### config.mk
export PLATFORM = sky130hd
export DESIGN_NAME = apb_xfer_mgr
export DESIGN_NICKNAME = d
export VERILOG_FILES = /design/src/rtl/apb_xfer_pkg.sv /design/src/rtl/apb_xfer_fsm.sv /design/src/rtl/apb_xfer_regs.sv /design/src/rtl/apb_xfer_mgr.sv
export SDC_FILE = /design/constraint.sdc
export NUM_CORES = 1
export LEC_CHECK = 0
export BUFFER_PORTS_ARGS = -buffer_cell sky130_fd_sc_hd__buf_2
export CORE_MARGIN = 2
export CORE_UTILIZATION = 49
export DETAILED_ROUTE_END_ITERATION = 8
export PLACE_DENSITY = 0.86
export SYNTH_ARGS = -nofsm -noshare
export SYNTH_HDL_FRONTEND = slang
export SYNTH_SLANG_ARGS = --single-unit
### constraint.sdc
create_clock -name clk_i -period 2.3 [get_ports clk_i]
set_input_delay 0.23 -clock clk_i [delete_from_list [all_inputs] [get_ports clk_i]]
set_output_delay 0.23 -clock clk_i [all_outputs]
set_load 0.1 [all_outputs]
### src/rtl/apb_xfer_pkg.sv
package apb_xfer_pkg;
  typedef enum logic [1:0] {
    ST_IDLE   = 2'd0,
    ST_SETUP  = 2'd1,
    ST_ACCESS = 2'd2
  } xfer_state_e;
endpackage

### src/rtl/apb_xfer_fsm.sv
module apb_xfer_fsm
  import apb_xfer_pkg::*;
(
  input  logic        clk_i,
  input  logic        rst_ni,
  input  logic        req_valid_i,
  input  logic        pready_i,
  output xfer_state_e state_o,
  output logic        ready_o,
  output logic        take_o,
  output logic        complete_o
);
  xfer_state_e state_q, state_d;

  assign complete_o = (state_q == ST_ACCESS) && pready_i;
  assign ready_o    = (state_q == ST_IDLE) || complete_o;
  assign take_o     = ready_o && req_valid_i;
  assign state_o    = state_q;

  always_comb begin
    state_d = state_q;
    unique case (state_q)
      ST_IDLE:   if (req_valid_i) state_d = ST_SETUP;
      ST_SETUP:  state_d = ST_ACCESS;
      ST_ACCESS: if (pready_i) state_d = req_valid_i ? ST_SETUP : ST_IDLE;
      default:   state_d = ST_IDLE;
    endcase
  end

  always_ff @(posedge clk_i or negedge rst_ni) begin
    if (!rst_ni) state_q <= ST_IDLE;
    else         state_q <= state_d;
  end

  // setup always lasts a single cycle
  a_r3_setup_one_cycle: assert property (@(posedge clk_i) disable iff (!rst_ni)
    (state_q == ST_SETUP) |=> (state_q == ST_ACCESS));

  // exit of access follows the pending request
  a_r6_r7_complete_exit: assert property (@(posedge clk_i) disable iff (!rst_ni)
    complete_o |=> (state_q == (($past(req_valid_i)) ? ST_SETUP : ST_IDLE)));
endmodule

### src/rtl/apb_xfer_regs.sv
module apb_xfer_regs #(
  parameter int unsigned ADDR_W = 32,
  parameter int unsigned DATA_W = 32
) (
  input  logic              clk_i,
  input  logic              rst_ni,
  input  logic              take_i,
  input  logic              complete_i,
  input  logic              req_write_i,
  input  logic [ADDR_W-1:0] req_addr_i,
  input  logic [DATA_W-1:0] req_wdata_i,
  input  logic [DATA_W-1:0] prdata_i,
  output logic [ADDR_W-1:0] paddr_o,
  output logic              pwrite_o,
  output logic [DATA_W-1:0] pwdata_o,
  output logic              done_o,
  output logic [DATA_W-1:0] rdata_o
);
  always_ff @(posedge clk_i or negedge rst_ni) begin
    if (!rst_ni) begin
      paddr_o  <= '0;
      pwrite_o <= 1'b0;
      pwdata_o <= '0;
    end else if (take_i) begin
      paddr_o  <= req_addr_i;
      pwrite_o <= req_write_i;
      pwdata_o <= req_wdata_i;
    end
  end

  always_ff @(posedge clk_i or negedge rst_ni) begin
    if (!rst_ni) begin
      done_o  <= 1'b0;
      rdata_o <= '0;
    end else begin
      done_o <= complete_i;
      if (complete_i && !pwrite_o) rdata_o <= prdata_i;
    end
  end

  // done only follows a completing cycle
  a_r9_done_after_complete: assert property (@(posedge clk_i) disable iff (!rst_ni)
    done_o |-> $past(complete_i));
endmodule

### src/rtl/apb_xfer_mgr.sv
module apb_xfer_mgr
  import apb_xfer_pkg::*;
#(
  parameter int unsigned ADDR_W = 32,
  parameter int unsigned DATA_W = 32
) (
  input  logic              clk_i,
  input  logic              rst_ni,
  input  logic              req_valid_i,
  output logic              req_ready_o,
  input  logic              req_write_i,
  input  logic [ADDR_W-1:0] req_addr_i,
  input  logic [DATA_W-1:0] req_wdata_i,
  output logic              rsp_done_o,
  output logic [DATA_W-1:0] rsp_rdata_o,
  output logic              psel_o,
  output logic              penable_o,
  output logic [ADDR_W-1:0] paddr_o,
  output logic              pwrite_o,
  output logic [DATA_W-1:0] pwdata_o,
  input  logic              pready_i,
  input  logic [DATA_W-1:0] prdata_i
);
  xfer_state_e state;
  logic        take, complete;

  apb_xfer_fsm u_fsm (
    .clk_i,
    .rst_ni,
    .req_valid_i,
    .pready_i,
    .state_o    (state),
    .ready_o    (req_ready_o),
    .take_o     (take),
    .complete_o (complete)
  );

  apb_xfer_regs #(.ADDR_W(ADDR_W), .DATA_W(DATA_W)) u_regs (
    .clk_i,
    .rst_ni,
    .take_i      (take),
    .complete_i  (complete),
    .req_write_i,
    .req_addr_i,
    .req_wdata_i,
    .prdata_i,
    .paddr_o,
    .pwrite_o,
    .pwdata_o,
    .done_o      (rsp_done_o),
    .rdata_o     (rsp_rdata_o)
  );

  // Strobe is the bare state decode; nothing else drives it.
  assign psel_o    = (state != ST_IDLE);
  assign penable_o = (state == ST_ACCESS);

  a_r2_enable_needs_sel: assert property (@(posedge clk_i) disable iff (!rst_ni)
    penable_o |-> psel_o);

  a_r2_enable_after_setup: assert property (@(posedge clk_i) disable iff (!rst_ni)
    $rose(penable_o) |-> $past(psel_o));

  a_r4_wait_hold: assert property (@(posedge clk_i) disable iff (!rst_ni)
    (penable_o && !pready_i) |=> (penable_o && $stable(paddr_o) && $stable(pwrite_o)
                                  && $stable(pwdata_o)));

  a_r5_zero_wait_single: assert property (@(posedge clk_i) disable iff (!rst_ni)
    ($rose(penable_o) && pready_i) |=> !penable_o);
endmodule

==> flow_summary.json <==
{
  "run_status": "completed",
  "worstSetupStartpointType": "register",
  "grt_remaining_overflow": 0,
  "yosysSeqAreaShare_pct": 63.9,
  "overall_die_area_um2": 8720,
  "timing_max_transition_violations_final": 0,
  "drive_above_1_share_pct": 73.7,
  "post_synth_xor_area_fraction_pct": 0,
  "worst-endpoint-arrival_ns": 1.98,
  "synth_cells": 217,
  "r2r_start": "u_fsm.state_o[1]",
  "finalWirelength_um": 8140,
  "initial_util_pct": 50.6,
  "path_clk_slew_ns": 0.09,
  "grt_pass1_vias": 2749,
  "setup-tns-final_ns": 0,
  "worst_slew_pin_slew_ns": 0.587,
  "post_synth_fa_ha_maj_area_fraction_pct": 0,
  "synth-compound-area-share_pct": 0,
  "remaining_drcs": 0,
  "cp_endpoint_kind": "register",
  "routed_via_density": 4.86,
  "ctsRootBufferMaster": "clkbuf_8",
  "cell_area_after_technology_mapping_um2": 3910,
  "worst_ep_required_time_ns": 2.52,
  "synth_simple_gate_area_share_pct": 1.47,
  "post_cts.repair.setup_buffers": 0,
  "fin_skew_ns": 0.0105,
  "synth_top_family_by_area": "multiplexers",
  "postCtsResizedCells": 0,
  "die_y_um": 93.4,
  "worstHoldStart": "req_wdata_i[11]",
  "clock_sinks": 100,
  "synthesis.yosys.warnings": 0,
  "ctsLongestPathBuffers": 2,
  "grt_usage_pct": 19.2,
  "grt_antenna_before_repair": 0,
  "fin_crit_ns": 1.76,
  "total_number_of_nets_in_the_final_design": 525,
  "cts_hold_buffers": 1,
  "timing.final.crit_share_pct": 76.6,
  "detailedRoute.firstIterationViolations": 47,
  "drv_cap": 0,
  "achievable-frequency_ghz": 0.567,
  "via_count": 2579,
  "num_rows": 32,
  "cp_slowest_cell": "dfrtp_1",
  "syn_nets": 318,
  "place.port_buffers": 201,
  "synth_top_area_share_pct": 63.9,
  "setup-violations-final": 0,
  "timing.critical_path.from": "u_fsm.state_o[1]",
  "clkLatencyLatePin_ns": 0.34,
  "syn2layout_area_growth_pct": 32.7,
  "report.final.hold_viol_count": 0,
  "cts_tree": "done",
  "ys_seq_elements": 100,
  "path_class": "reg -> reg",
  "synthTopCellsByArea": "dfrtp_1 64%, mux2_2 18%, mux2_4 12%, buf_12 1.5%, buf_6 1.4%",
  "routabilityCongestion": 0.716,
  "maxSlewHeadroom_pct": 60.9,
  "cts_htree_levels": 3,
  "grt_pass1_wl_um": 12900,
  "largest_net_degree_at_the_start_of_global_routing": 51,
  "wl_per_cell_um": 15.3,
  "core_area_um2": 7730,
  "grt_setup_unrepaired": "false",
  "synth_mux_area_share_pct": 31.1,
  "detail-route-antenna-nets": 0,
  "diodes": 0,
  "synth_top_area_cell": "dfrtp_1",
  "die_width_um": 93.4,
  "drt_pre_antenna_iters": 4,
  "timing.hold.worst.class": "in -> reg",
  "dp_hpwl_um": 6190,
  "synth.lib_cells_used.distinct": 15,
  "critPathMaxFanout": 16,
  "syn_avg_cell_area_um2": 18.0,
  "list_of_cells_traversed_by_the_critical_path": "nor2b_2 -> nor3b_4 -> buf_4 -> mux2_2",
  "cts_inserted_buffers": 9,
  "slowest_delay_ns": 0.40,
  "top_level_i_o_count": 202
}
-- final timing paths --
path	to	slack, ns	cells past startpoint
worst max-delay path	u_regs.pwdata_o[29]	0.54	4
max in group asynchronous	u_regs.pwdata_o[6]	1.32	3
worst min register to register	u_regs.pwdata_o[11]	0.49	1
worst min-delay path	u_regs.pwdata_o[11]	0.10	2
worst max register to register	u_regs.pwdata_o[29]	0.54	4
min in group asynchronous	u_regs.rdata_o[22]	0.22	2
-- Yosys cell counts --
library cell and number:
dfrtp_1 100, mux2_2 63, mux2_4 30, buf_6 5
mux2_1 5, buf_12 3, buf_2 2, nor2_1 2
and3b_1 1, buf_4 1, inv_1 1, nor2b_2 1
nor2b_4 1, nor3b_2 1, or2_2 1
-- state kept, by name, summed over array words and instances, names as in the netlist --
register,flops
u_regs.pwdata_o,32
u_fsm.state_o,2
u_regs.rdata_o,32
u_regs.done_o,1
u_regs.paddr_o,32
u_regs.pwrite_o,1
-- through the flow --
| step | instances | util, % | cell area [um2] | hold WS [ns] | worst slack, ns |
|---|---|---|---|---|---|
| floorplan | 217 | - | 3910 | -0.0656 | 0.281 |
| global placement | 514 | 64.7 | 5000 | 0.0338 | 0.608 |
| detailed placement | 514 | 64.7 | 5000 | 0.0350 | 0.525 |
| CTS | 531 | 67.2 | 5190 | 0.0828 | 0.510 |
| global route | 531 | 67.2 | 5190 | 0.0728 | 0.403 |
| finish | 531 | 67.2 | 5190 | 0.103 | 0.538 |
-- per-layer routing --
layer,track usage [%],part of all wire (%),up-vias
li1,-,-,1170
met1,21.9,37,1264
met2,32.3,51,123
met3,6.29,8.2,22
met4,9.80,3.1,0
met5,0,0,-
-- cell usage in the layout, fill, tap and decap left out, drive strengths merged --
| cell type | n |
|---|---|
| clkinvlp | 2 |
| and3b | 1 |
| bufinv | 1 |
| mux2 | 98 |
| or2 | 1 |
| clkinv | 1 |
| dfrtp | 100 |
| dlygate4sd3 | 1 |
| nor2b | 2 |
| inv | 1 |
| nor2 | 2 |
| nor3b | 1 |
| buf | 206 |
| clkbuf | 12 |
-- layout make-up --
| type | count | area (um2) |
|---|---|---|
| fillers | 569 | 2530 |
| flip-flops and latches | 100 | 2500 |
| multi-input cells | 105 | 1280 |
| repair buffers | 207 | 1090 |
| clock buffers | 12 | 135 |
| well taps | 102 | 128 |
| clock inverters | 4 | 50.0 |
| inverters | 1 | 3.75 |
-- cells by family after synthesis --
family,after synthesis
and+or+nand+nor,7
DFF,100
muxes,98
buffers and inverters,12
-- critical path: cells and delay by family, from the launching register on --
family                 cells  cell delay, ns
buffers and inverters      1            0.32
and+or+nand+nor            2            0.54
DFF                        1            0.40
muxes                      1            0.38
Power is not shown: default switching activity piles up to over one toggle a cycle in this logic, so the estimate is an artifact.
